===== src/rtl/cfg_tap_pkg.sv =====
package cfg_tap_pkg;

  localparam int IR_W = 10;

  // Standard boundary-scan opcodes
  localparam logic [IR_W-1:0] OP_BYPASS   = 10'h3FF;
  localparam logic [IR_W-1:0] OP_SAMPLE   = 10'h005;
  localparam logic [IR_W-1:0] OP_EXTEST   = 10'h00F;
  localparam logic [IR_W-1:0] OP_USERCODE = 10'h007;
  localparam logic [IR_W-1:0] OP_IDCODE   = 10'h006;
  localparam logic [IR_W-1:0] OP_HIGHZ    = 10'h00B;
  localparam logic [IR_W-1:0] OP_CLAMP    = 10'h00A;
  // Configuration opcodes
  localparam logic [IR_W-1:0] OP_RECONFIG  = 10'h001;
  localparam logic [IR_W-1:0] OP_IOCFG     = 10'h00D;
  localparam logic [IR_W-1:0] OP_CLK_USER  = 10'h1EE;
  localparam logic [IR_W-1:0] OP_CLK_OSC   = 10'h2EE;
  localparam logic [IR_W-1:0] OP_CTRL_OFF  = 10'h2D0;
  localparam logic [IR_W-1:0] OP_CTRL_ON   = 10'h2B0;
  localparam logic [IR_W-1:0] OP_BOOT_ADDR = 10'h270;

  localparam logic [IR_W-1:0] IR_CAPTURE = {{(IR_W-2){1'b0}}, 2'b01};

  typedef enum logic [3:0] {
    ST_TLR, ST_RTI,
    ST_SEL_DR, ST_CAP_DR, ST_SH_DR, ST_EX1_DR, ST_PAU_DR, ST_EX2_DR, ST_UPD_DR,
    ST_SEL_IR, ST_CAP_IR, ST_SH_IR, ST_EX1_IR, ST_PAU_IR, ST_EX2_IR, ST_UPD_IR
  } tap_state_e;

  typedef enum logic [2:0] {
    DRS_BYPASS, DRS_IDCODE, DRS_USER, DRS_BSR, DRS_BOOT
  } dr_sel_e;

  function automatic tap_state_e tap_next(tap_state_e s, logic m);
    tap_state_e n;
    case (s)
      ST_TLR:    n = m ? ST_TLR    : ST_RTI;
      ST_RTI:    n = m ? ST_SEL_DR : ST_RTI;
      ST_SEL_DR: n = m ? ST_SEL_IR : ST_CAP_DR;
      ST_CAP_DR: n = m ? ST_EX1_DR : ST_SH_DR;
      ST_SH_DR:  n = m ? ST_EX1_DR : ST_SH_DR;
      ST_EX1_DR: n = m ? ST_UPD_DR : ST_PAU_DR;
      ST_PAU_DR: n = m ? ST_EX2_DR : ST_PAU_DR;
      ST_EX2_DR: n = m ? ST_UPD_DR : ST_SH_DR;
      ST_UPD_DR: n = m ? ST_SEL_DR : ST_RTI;
      ST_SEL_IR: n = m ? ST_TLR    : ST_CAP_IR;
      ST_CAP_IR: n = m ? ST_EX1_IR : ST_SH_IR;
      ST_SH_IR:  n = m ? ST_EX1_IR : ST_SH_IR;
      ST_EX1_IR: n = m ? ST_UPD_IR : ST_PAU_IR;
      ST_PAU_IR: n = m ? ST_EX2_IR : ST_PAU_IR;
      ST_EX2_IR: n = m ? ST_UPD_IR : ST_SH_IR;
      ST_UPD_IR: n = m ? ST_SEL_DR : ST_RTI;
      default:   n = ST_TLR;
    endcase
    return n;
  endfunction

  function automatic dr_sel_e dr_decode(logic [IR_W-1:0] op);
    dr_sel_e d;
    case (op)
      OP_IDCODE:             d = DRS_IDCODE;
      OP_USERCODE:           d = DRS_USER;
      OP_SAMPLE, OP_EXTEST:  d = DRS_BSR;
      OP_BOOT_ADDR:          d = DRS_BOOT;
      default:               d = DRS_BYPASS;
    endcase
    return d;
  endfunction

endpackage


===== src/rtl/cfg_tap_fsm.sv =====
module cfg_tap_fsm
  import cfg_tap_pkg::*;
(
  input  logic       tck,
  input  logic       trst_n,
  input  logic       tms,
  output tap_state_e state
);

  tap_state_e state_q;
  logic       in_tlr_ev;

  assign state     = state_q;
  assign in_tlr_ev = (state_q == ST_TLR);

  always_ff @(posedge tck or negedge trst_n) begin
    if (!trst_n) state_q <= ST_TLR;
    else         state_q <= tap_next(state_q, tms);
  end

  // TMS high in Test-Logic-Reset keeps the controller there
  p_tlr_hold_r2: assert property (@(posedge tck) disable iff (!trst_n)
    (in_tlr_ev && tms) |=> (state_q == ST_TLR));

  // leaving an update state always lands in Run-Test/Idle or Select-DR
  p_upd_exit_r2: assert property (@(posedge tck) disable iff (!trst_n)
    (state_q == ST_UPD_IR || state_q == ST_UPD_DR) |=>
      (state_q == ST_RTI || state_q == ST_SEL_DR));

endmodule


===== src/rtl/cfg_tap_ir.sv =====
module cfg_tap_ir
  import cfg_tap_pkg::*;
(
  input  logic             tck,
  input  logic             trst_n,
  input  tap_state_e       state,
  input  logic             tdi,
  input  logic             nstatus,
  output logic             ir_lsb,
  output dr_sel_e          dr_sel,
  output logic             pin_hiz,
  output logic             pin_test_mode,
  output logic             clk_sel_user,
  output logic             ctrl_disengaged,
  output logic             reconfig_pulse,
  output logic             io_cfg_en
);

  logic [IR_W-1:0] ir_sr, instr;
  logic            clk_q, dis_q, pulse_q;
  logic            cap_ev, sh_ev, upd_ev, rst_ev;

  assign cap_ev = (state == ST_CAP_IR);
  assign sh_ev  = (state == ST_SH_IR);
  assign upd_ev = (state == ST_UPD_IR);
  assign rst_ev = (state == ST_TLR);

  // Instruction shifter
  always_ff @(posedge tck or negedge trst_n) begin
    if (!trst_n)     ir_sr <= IR_CAPTURE;
    else if (cap_ev) ir_sr <= IR_CAPTURE;
    else if (sh_ev)  ir_sr <= {tdi, ir_sr[IR_W-1:1]};
  end

  // Active instruction
  always_ff @(posedge tck or negedge trst_n) begin
    if (!trst_n)     instr <= OP_IDCODE;
    else if (rst_ev) instr <= OP_IDCODE;
    else if (upd_ev) instr <= ir_sr;
  end

  // Sticky configuration latches
  always_ff @(posedge tck or negedge trst_n) begin
    if (!trst_n) begin
      clk_q <= 1'b0;
      dis_q <= 1'b0;
    end else if (rst_ev) begin
      clk_q <= 1'b0;
      dis_q <= 1'b0;
    end else if (upd_ev) begin
      if (ir_sr == OP_CLK_USER)      clk_q <= 1'b1;
      else if (ir_sr == OP_CLK_OSC)  clk_q <= 1'b0;
      if (ir_sr == OP_CTRL_OFF)      dis_q <= 1'b1;
      else if (ir_sr == OP_CTRL_ON)  dis_q <= 1'b0;
    end
  end

  // One-cycle reconfiguration request
  always_ff @(posedge tck or negedge trst_n) begin
    if (!trst_n) pulse_q <= 1'b0;
    else         pulse_q <= upd_ev && (ir_sr == OP_RECONFIG);
  end

  assign ir_lsb          = ir_sr[0];
  assign dr_sel          = dr_decode(instr);
  assign pin_hiz         = (instr == OP_HIGHZ);
  assign pin_test_mode   = (instr == OP_EXTEST) || (instr == OP_CLAMP);
  assign io_cfg_en       = (instr == OP_IOCFG) && nstatus;
  assign clk_sel_user    = clk_q;
  assign ctrl_disengaged = dis_q;
  assign reconfig_pulse  = pulse_q;

  // capture loads the fixed 01 pattern
  p_capir_r3: assert property (@(posedge tck) disable iff (!trst_n)
    cap_ev |=> (ir_sr == IR_CAPTURE));

  // instruction moves only on update or reset
  p_instr_stable_r5: assert property (@(posedge tck) disable iff (!trst_n)
    (!upd_ev && !rst_ev) |=> $stable(instr));

  // clock select holds outside update and reset
  p_clksel_hold_r10: assert property (@(posedge tck) disable iff (!trst_n)
    (!upd_ev && !rst_ev) |=> $stable(clk_sel_user));

  // controller park flag holds outside update and reset
  p_park_hold_r11: assert property (@(posedge tck) disable iff (!trst_n)
    (!upd_ev && !rst_ev) |=> $stable(ctrl_disengaged));

  // reconfiguration request never lasts two cycles
  p_pulse_one_r12: assert property (@(posedge tck) disable iff (!trst_n)
    reconfig_pulse |=> !reconfig_pulse);

  // grant never present without nstatus
  p_iocfg_gate_r13: assert property (@(posedge tck) disable iff (!trst_n)
    io_cfg_en |-> nstatus);

  // tri-state and clamp never together
  p_hiz_excl_r8: assert property (@(posedge tck) disable iff (!trst_n)
    pin_hiz |-> !pin_test_mode);

endmodule


===== src/rtl/cfg_tap_dr.sv =====
module cfg_tap_dr
  import cfg_tap_pkg::*;
#(
  parameter int          BSR_LEN   = 8,
  parameter int          BOOT_W    = 22,
  parameter logic [31:0] ID_CODE   = 32'h1A2B_30DD,
  parameter logic [31:0] USER_CODE = 32'h0000_0000,
  parameter logic [BOOT_W-1:0] BOOT_RST = '0
)(
  input  logic               tck,
  input  logic               trst_n,
  input  tap_state_e         state,
  input  dr_sel_e            dr_sel,
  input  logic               tdi,
  input  logic [BSR_LEN-1:0] pin_in,
  output logic               dr_lsb,
  output logic [BSR_LEN-1:0] pin_drive,
  output logic [BOOT_W-1:0]  boot_addr
);

  localparam int CODE_W = 32;

  logic                byp_sr;
  logic [CODE_W-1:0]   id_sr, user_sr;
  logic [BSR_LEN-1:0]  bsr_sr, bsr_upd;
  logic [BOOT_W-1:0]   boot_sr, boot_q;
  logic                cap_ev, sh_ev, upd_ev;
  logic                bsr_cap, bsr_sh, bsr_load;

  assign cap_ev   = (state == ST_CAP_DR);
  assign sh_ev    = (state == ST_SH_DR);
  assign upd_ev   = (state == ST_UPD_DR);
  assign bsr_cap  = cap_ev && (dr_sel == DRS_BSR);
  assign bsr_sh   = sh_ev  && (dr_sel == DRS_BSR);
  assign bsr_load = upd_ev && (dr_sel == DRS_BSR);

  // Bypass, code and boot shifters
  always_ff @(posedge tck or negedge trst_n) begin
    if (!trst_n) begin
      byp_sr  <= 1'b0;
      id_sr   <= ID_CODE;
      user_sr <= USER_CODE;
      boot_sr <= BOOT_RST;
    end else if (cap_ev) begin
      case (dr_sel)
        DRS_IDCODE: id_sr   <= ID_CODE;
        DRS_USER:   user_sr <= USER_CODE;
        DRS_BOOT:   boot_sr <= boot_q;
        DRS_BYPASS: byp_sr  <= 1'b0;
        default:    ;
      endcase
    end else if (sh_ev) begin
      case (dr_sel)
        DRS_IDCODE: id_sr   <= {tdi, id_sr[CODE_W-1:1]};
        DRS_USER:   user_sr <= {tdi, user_sr[CODE_W-1:1]};
        DRS_BOOT:   boot_sr <= {tdi, boot_sr[BOOT_W-1:1]};
        DRS_BYPASS: byp_sr  <= tdi;
        default:    ;
      endcase
    end
  end

  // Boot address update stage
  always_ff @(posedge tck or negedge trst_n) begin
    if (!trst_n)                          boot_q <= BOOT_RST;
    else if (upd_ev && dr_sel == DRS_BOOT) boot_q <= boot_sr;
  end

  // Boundary-scan cells: capture, shift, update per pin
  for (genvar g = 0; g < BSR_LEN; g++) begin : g_bsr_cell
    logic shin, cell_q, upd_q;
    if (g == BSR_LEN - 1) begin : g_head
      assign shin = tdi;
    end else begin : g_body
      assign shin = bsr_sr[g+1];
    end
    always_ff @(posedge tck or negedge trst_n) begin
      if (!trst_n)      cell_q <= 1'b0;
      else if (bsr_cap) cell_q <= pin_in[g];
      else if (bsr_sh)  cell_q <= shin;
    end
    always_ff @(posedge tck or negedge trst_n) begin
      if (!trst_n)       upd_q <= 1'b0;
      else if (bsr_load) upd_q <= cell_q;
    end
    assign bsr_sr[g]  = cell_q;
    assign bsr_upd[g] = upd_q;
  end

  always_comb begin
    case (dr_sel)
      DRS_IDCODE: dr_lsb = id_sr[0];
      DRS_USER:   dr_lsb = user_sr[0];
      DRS_BSR:    dr_lsb = bsr_sr[0];
      DRS_BOOT:   dr_lsb = boot_sr[0];
      default:    dr_lsb = byp_sr;
    endcase
  end

  assign pin_drive = bsr_upd;
  assign boot_addr = boot_q;

  // the bypass cell captures zero
  p_byp_cap_r5: assert property (@(posedge tck) disable iff (!trst_n)
    (cap_ev && dr_sel == DRS_BYPASS) |=> !byp_sr);

  // pin update stage moves only in Update-DR with the scan chain selected
  p_bsr_hold_r7: assert property (@(posedge tck) disable iff (!trst_n)
    !bsr_load |=> $stable(pin_drive));

  // boot address moves only in Update-DR with the boot register selected
  p_boot_hold_r9: assert property (@(posedge tck) disable iff (!trst_n)
    !(upd_ev && dr_sel == DRS_BOOT) |=> $stable(boot_addr));

endmodule


===== src/rtl/cfg_tap_top.sv =====
module cfg_tap_top
  import cfg_tap_pkg::*;
#(
  parameter int          BSR_LEN   = 8,
  parameter int          BOOT_W    = 22,
  parameter logic [31:0] ID_CODE   = 32'h1A2B_30DD,
  parameter logic [31:0] USER_CODE = 32'h0000_0000,
  parameter logic [BOOT_W-1:0] BOOT_RST = '0
)(
  input  logic               tck,
  input  logic               trst_n,
  input  logic               tms,
  input  logic               tdi,
  input  logic               nstatus,
  input  logic [BSR_LEN-1:0] pin_in,
  output logic               tdo,
  output logic               tdo_oe,
  output logic [BSR_LEN-1:0] pin_drive,
  output logic               pin_test_mode,
  output logic               pin_hiz,
  output logic               reconfig_pulse,
  output logic               clk_sel_user,
  output logic               ctrl_disengaged,
  output logic               io_cfg_en,
  output logic [BOOT_W-1:0]  boot_addr
);

  tap_state_e state;
  dr_sel_e    dr_sel;
  logic       ir_lsb, dr_lsb;
  logic       sh_ir_ev, sh_dr_ev;
  logic       tdo_q, oe_q;

  cfg_tap_fsm u_fsm (
    .tck    (tck),
    .trst_n (trst_n),
    .tms    (tms),
    .state  (state)
  );

  cfg_tap_ir u_ir (
    .tck             (tck),
    .trst_n          (trst_n),
    .state           (state),
    .tdi             (tdi),
    .nstatus         (nstatus),
    .ir_lsb          (ir_lsb),
    .dr_sel          (dr_sel),
    .pin_hiz         (pin_hiz),
    .pin_test_mode   (pin_test_mode),
    .clk_sel_user    (clk_sel_user),
    .ctrl_disengaged (ctrl_disengaged),
    .reconfig_pulse  (reconfig_pulse),
    .io_cfg_en       (io_cfg_en)
  );

  cfg_tap_dr #(
    .BSR_LEN   (BSR_LEN),
    .BOOT_W    (BOOT_W),
    .ID_CODE   (ID_CODE),
    .USER_CODE (USER_CODE),
    .BOOT_RST  (BOOT_RST)
  ) u_dr (
    .tck       (tck),
    .trst_n    (trst_n),
    .state     (state),
    .dr_sel    (dr_sel),
    .tdi       (tdi),
    .pin_in    (pin_in),
    .dr_lsb    (dr_lsb),
    .pin_drive (pin_drive),
    .boot_addr (boot_addr)
  );

  assign sh_ir_ev = (state == ST_SH_IR);
  assign sh_dr_ev = (state == ST_SH_DR);

  // Output stage on the falling edge
  always_ff @(negedge tck or negedge trst_n) begin
    if (!trst_n) begin
      tdo_q <= 1'b0;
      oe_q  <= 1'b0;
    end else begin
      oe_q  <= sh_ir_ev || sh_dr_ev;
      tdo_q <= sh_ir_ev ? ir_lsb : (sh_dr_ev ? dr_lsb : 1'b0);
    end
  end

  assign tdo    = tdo_q;
  assign tdo_oe = oe_q;

  // enable at a rising edge matches the shift state held since the last one
  p_oe_shift_r4: assert property (@(posedge tck) disable iff (!trst_n)
    tdo_oe == (sh_ir_ev || sh_dr_ev));

  // TDO idles low while not enabled
  p_tdo_idle_r4: assert property (@(posedge tck) disable iff (!trst_n)
    !tdo_oe |-> !tdo);

endmodule


===== config.mk =====
export PLATFORM = sky130hd
export DESIGN_NAME = cfg_tap_top
export DESIGN_NICKNAME = d
export VERILOG_FILES = /design/src/rtl/cfg_tap_pkg.sv /design/src/rtl/cfg_tap_fsm.sv /design/src/rtl/cfg_tap_ir.sv /design/src/rtl/cfg_tap_dr.sv /design/src/rtl/cfg_tap_top.sv
export SDC_FILE = /design/constraint.sdc
export NUM_CORES = 1
export LEC_CHECK = 0
export ABC_AREA = 1
export BUFFER_PORTS_ARGS = -buffer_cell sky130_fd_sc_hd__buf_4
export CAP_MARGIN = 0
export CORE_MARGIN = 2
export CORE_UTILIZATION = 55
export DETAILED_ROUTE_END_ITERATION = 6
export GPL_ROUTABILITY_DRIVEN = 0
export PLACE_DENSITY = 0.83
export SYNTH_ARGS = -nofsm -noshare
export SYNTH_HDL_FRONTEND = slang
export SYNTH_HIERARCHICAL = 1
export SYNTH_SLANG_ARGS = --single-unit

===== constraint.sdc =====
create_clock -name tck -period 1.9 [get_ports tck]
set_input_delay 0.285 -clock tck [delete_from_list [all_inputs] [get_ports tck]]
set_output_delay 0.285 -clock tck [all_outputs]
set_load 0.02 [all_outputs]

==> reports/metrics.cfg <==
[clock_network]
cts_tree = yes
clk_pin_slew_ns = 0.06
clk_path_buf_depth = 2
cts_hold_buf = 0
clock_sinks = 154
numCtsBuffers = 17
htreeDepth = 4
cts-root-buf = clkbuf_16
clk_latency_ns = 0.44

[logic_synthesis]
syn-cell-area_um2 = 7342
netlist_instances = 889
ys_seq_area_share_pct = 52.79
ys_types = 34
yosysWarnings = 6
syn_area_per_cell_um2 = 8.259
postSynthNetCount = 902
synth.ff_latch_count = 154

[setup_path]
endpoint_kind = register
critPathLaunch = u_ir/instr[6]
path_delay_family = simple AND/OR/NAND/NOR gates
cp_num_buf_inv = 2
cp_max_fo = 5
cp-start-kind = register
r2r_slack_ns = -1.02
crit_slowest_cell = dfrtp_1
cp.depth = 12
endpoint = tdo
timing.rr.start = u_ir/instr[6]
crit_chain = inv_2 -> nand4_1 -> nor2_4 -> nand3_2 -> nand3_4 -> inv_4 -> nand3_2 -> nor2_1 -> a21oi_2 -> nand3b_1 -> nand3_1 -> nand2_2
ff2ff_path_depth = 12
slowest_delay_ns = 0.40
crit_top_cell = nand3_2
timing.rr.end = tdo
crit_required_ns = 1.21
crit_type = reg -> reg
worst_ep_arrival_time_ns = 2.23

[cells_and_area]
fin_util_pct = 74.29
antenna_cells = 0
layout_common_cells = nand2_1, dfrtp_1, buf_4
fin_area_um2 = 9759
drive_gt1_share_pct = 30.58
layout.cells.non_filler = 1180
nets = 1004
synthToLayoutAreaGrowth_pct = 32.92
layout_commonest_cell = nand2_1

[run]
drv_cap = 0

[timing]
worst_pin_slew_ns = 0.8088
timing.setup.tns_ns = -30.07
slew_violations = 0
timing.final.ws_setup_ns = -1.022
rsz0062_at_grt = true
relSlewSlack_pct = 46.08
clock_skew_ns = 0.02960
setup_viol = 130
finalHoldViolations = 0

[die]
die_h_um = 119.5
dieWidth_um = 119.5
core-area_um2 = 13140
start_util_pct = 55.89
rows = 42
die-area_um2 = 14290
io_pins = 51

[hold_path]
worst_hold_path_type = in -> async

[routing]
antenna_left = 0
drc = 0
routedWlPerCell_um = 17.67
wirelength_um = 20850
num_vias = 6804
first_pass_iters = 6
drtIter0Drc = 787
viasPerCell = 5.766

[global_route]
grt_usage_pct = 28.47
grt_max_degree = 153
gr-total-overflow = 0
antenna_found_initial = 0
grt_pass1_wl_um = 32020
grt_pass1_vias = 6461

[placed_design]
hpwl_um = 9557
placed_area_um2 = 8103
dp_cells = 1118
dpl_worst_slack_ns = -0.8347
port_buffers = 50

[power]
p_per_area_nw_per_um2 = 1236
p_leak_nw = 4.841
peakVddDrop_mv = 0.6904

[status]
status = complete, but fails checks
violations = negative setup slack

## cell usage after synthesis, drive strengths merged
| cell | n | share of area [%] |
|---|---|---|
| dfrtp | 134 | 46 |
| o21ai | 88 | 7.3 |
| dfrtn | 2 | 0.68 |
| clkbuf | 5 | 0.39 |
| a21oi | 3 | 0.20 |
| nor3 | 7 | 0.55 |
| or2 | 3 | 0.26 |
| nor2 | 48 | 3.2 |
| o22ai | 8 | 0.68 |
| nor4 | 2 | 0.26 |
| inv | 59 | 3.1 |
| nand3 | 87 | 5.9 |
| dfstp | 18 | 6.4 |
| a22oi | 2 | 0.34 |
| buf | 46 | 4.6 |
| o21bai | 1 | 0.10 |
| nand4 | 9 | 0.77 |
| nand2 | 364 | 19 |
| nand3b | 3 | 0.31 |
## logic make-up after synthesis
family,share of synthesized area (%)
simple gates,30.52
flops,52.79
buf+inv,8.027
compound gates,8.657
## cell type report
cell class,instances,area [µm²]
well taps,176,220.2
clock inverters,10,140.1
repair buffers,132,1480
fillers,810,3378
flip-flops and latches,154,3877
multi-input cells,627,3328
inverters,59,239.0
clock buffers,22,474.2
## sequential cells by signal (all words and copies together) (netlist names), 4 cells and up
| register | cells |
|---|---|
| u_ir/ir_sr | 10 |
| u_dr/user_sr | 32 |
| u_dr/id_sr | 32 |
| u_ir/instr | 10 |
| u_dr/g_bsr_cell.upd_q | 8 |
| u_dr/g_bsr_cell.shin | 7 |
| u_dr/boot_sr | 22 |
| u_dr/boot_addr | 22 |
| u_fsm/state | 4 |
## how the worst min path moves through the flow
stage,start,to
floorplan,trst_n,u_dr/boot_addr[0]
global route,trst_n,u_dr/id_sr[5]
detailed placement,u_dr/g_bsr_cell[1].shin,u_dr/g_bsr_cell[1].shin
CTS,trst_n,u_dr/id_sr[5]
global placement,u_dr/g_bsr_cell[0].shin,u_dr/g_bsr_cell[0].shin
finish,trst_n,u_dr/id_sr[5]
## stage by stage
step	hold slack, ns	power (mW)
after detailed placement	0.4650	7.000
after floorplan	-0.01059	6.285
final	0.01689	12.06
after global routing	0.1250	12.54
after CTS	0.07173	11.36
after global placement	0.4633	6.917
## report_power, final
group / internal (mW) / switching [mW] / total [mW]
clock network: 2.17 / 1.40 / 3.57
registers: 3.81 / 0.409 / 4.22
logic: 1.65 / 2.62 / 4.27
total: 7.64 / 4.43 / 12.1
## worst register-to-register path, delay by kind of cell, from the launching register on
| kind | cells | cell delay [ns] |
|---|---|---|
| and+or+nand+nor | 9 | 1.10 |
| buffers and inverters | 2 | 0.13 |
| AOI/OAI and AO/OA | 1 | 0.16 |
| DFF | 1 | 0.40 |
## per-layer routing
| metal | vias to the layer above | share of wire (%) | GRT usage (%) |
|---|---|---|---|
| met5 | - | 0 | 0 |
| met4 | 0 | 3.9 | 12.57 |
| met3 | 78 | 6.1 | 6.749 |
| met2 | 374 | 51 | 47.57 |
| met1 | 3296 | 39 | 35.37 |
| li1 | 3056 | - | - |
## what timing repair did
action / 4_1_cts / 5_1_grt
endpoints found under the setup margin: 130 / 131
pin swaps: 24 / 6
cloned: 17 / 0
buffers inserted: 10 / 4
resized for setup: 99 / 54
Power figures use the tool's default switching activity.
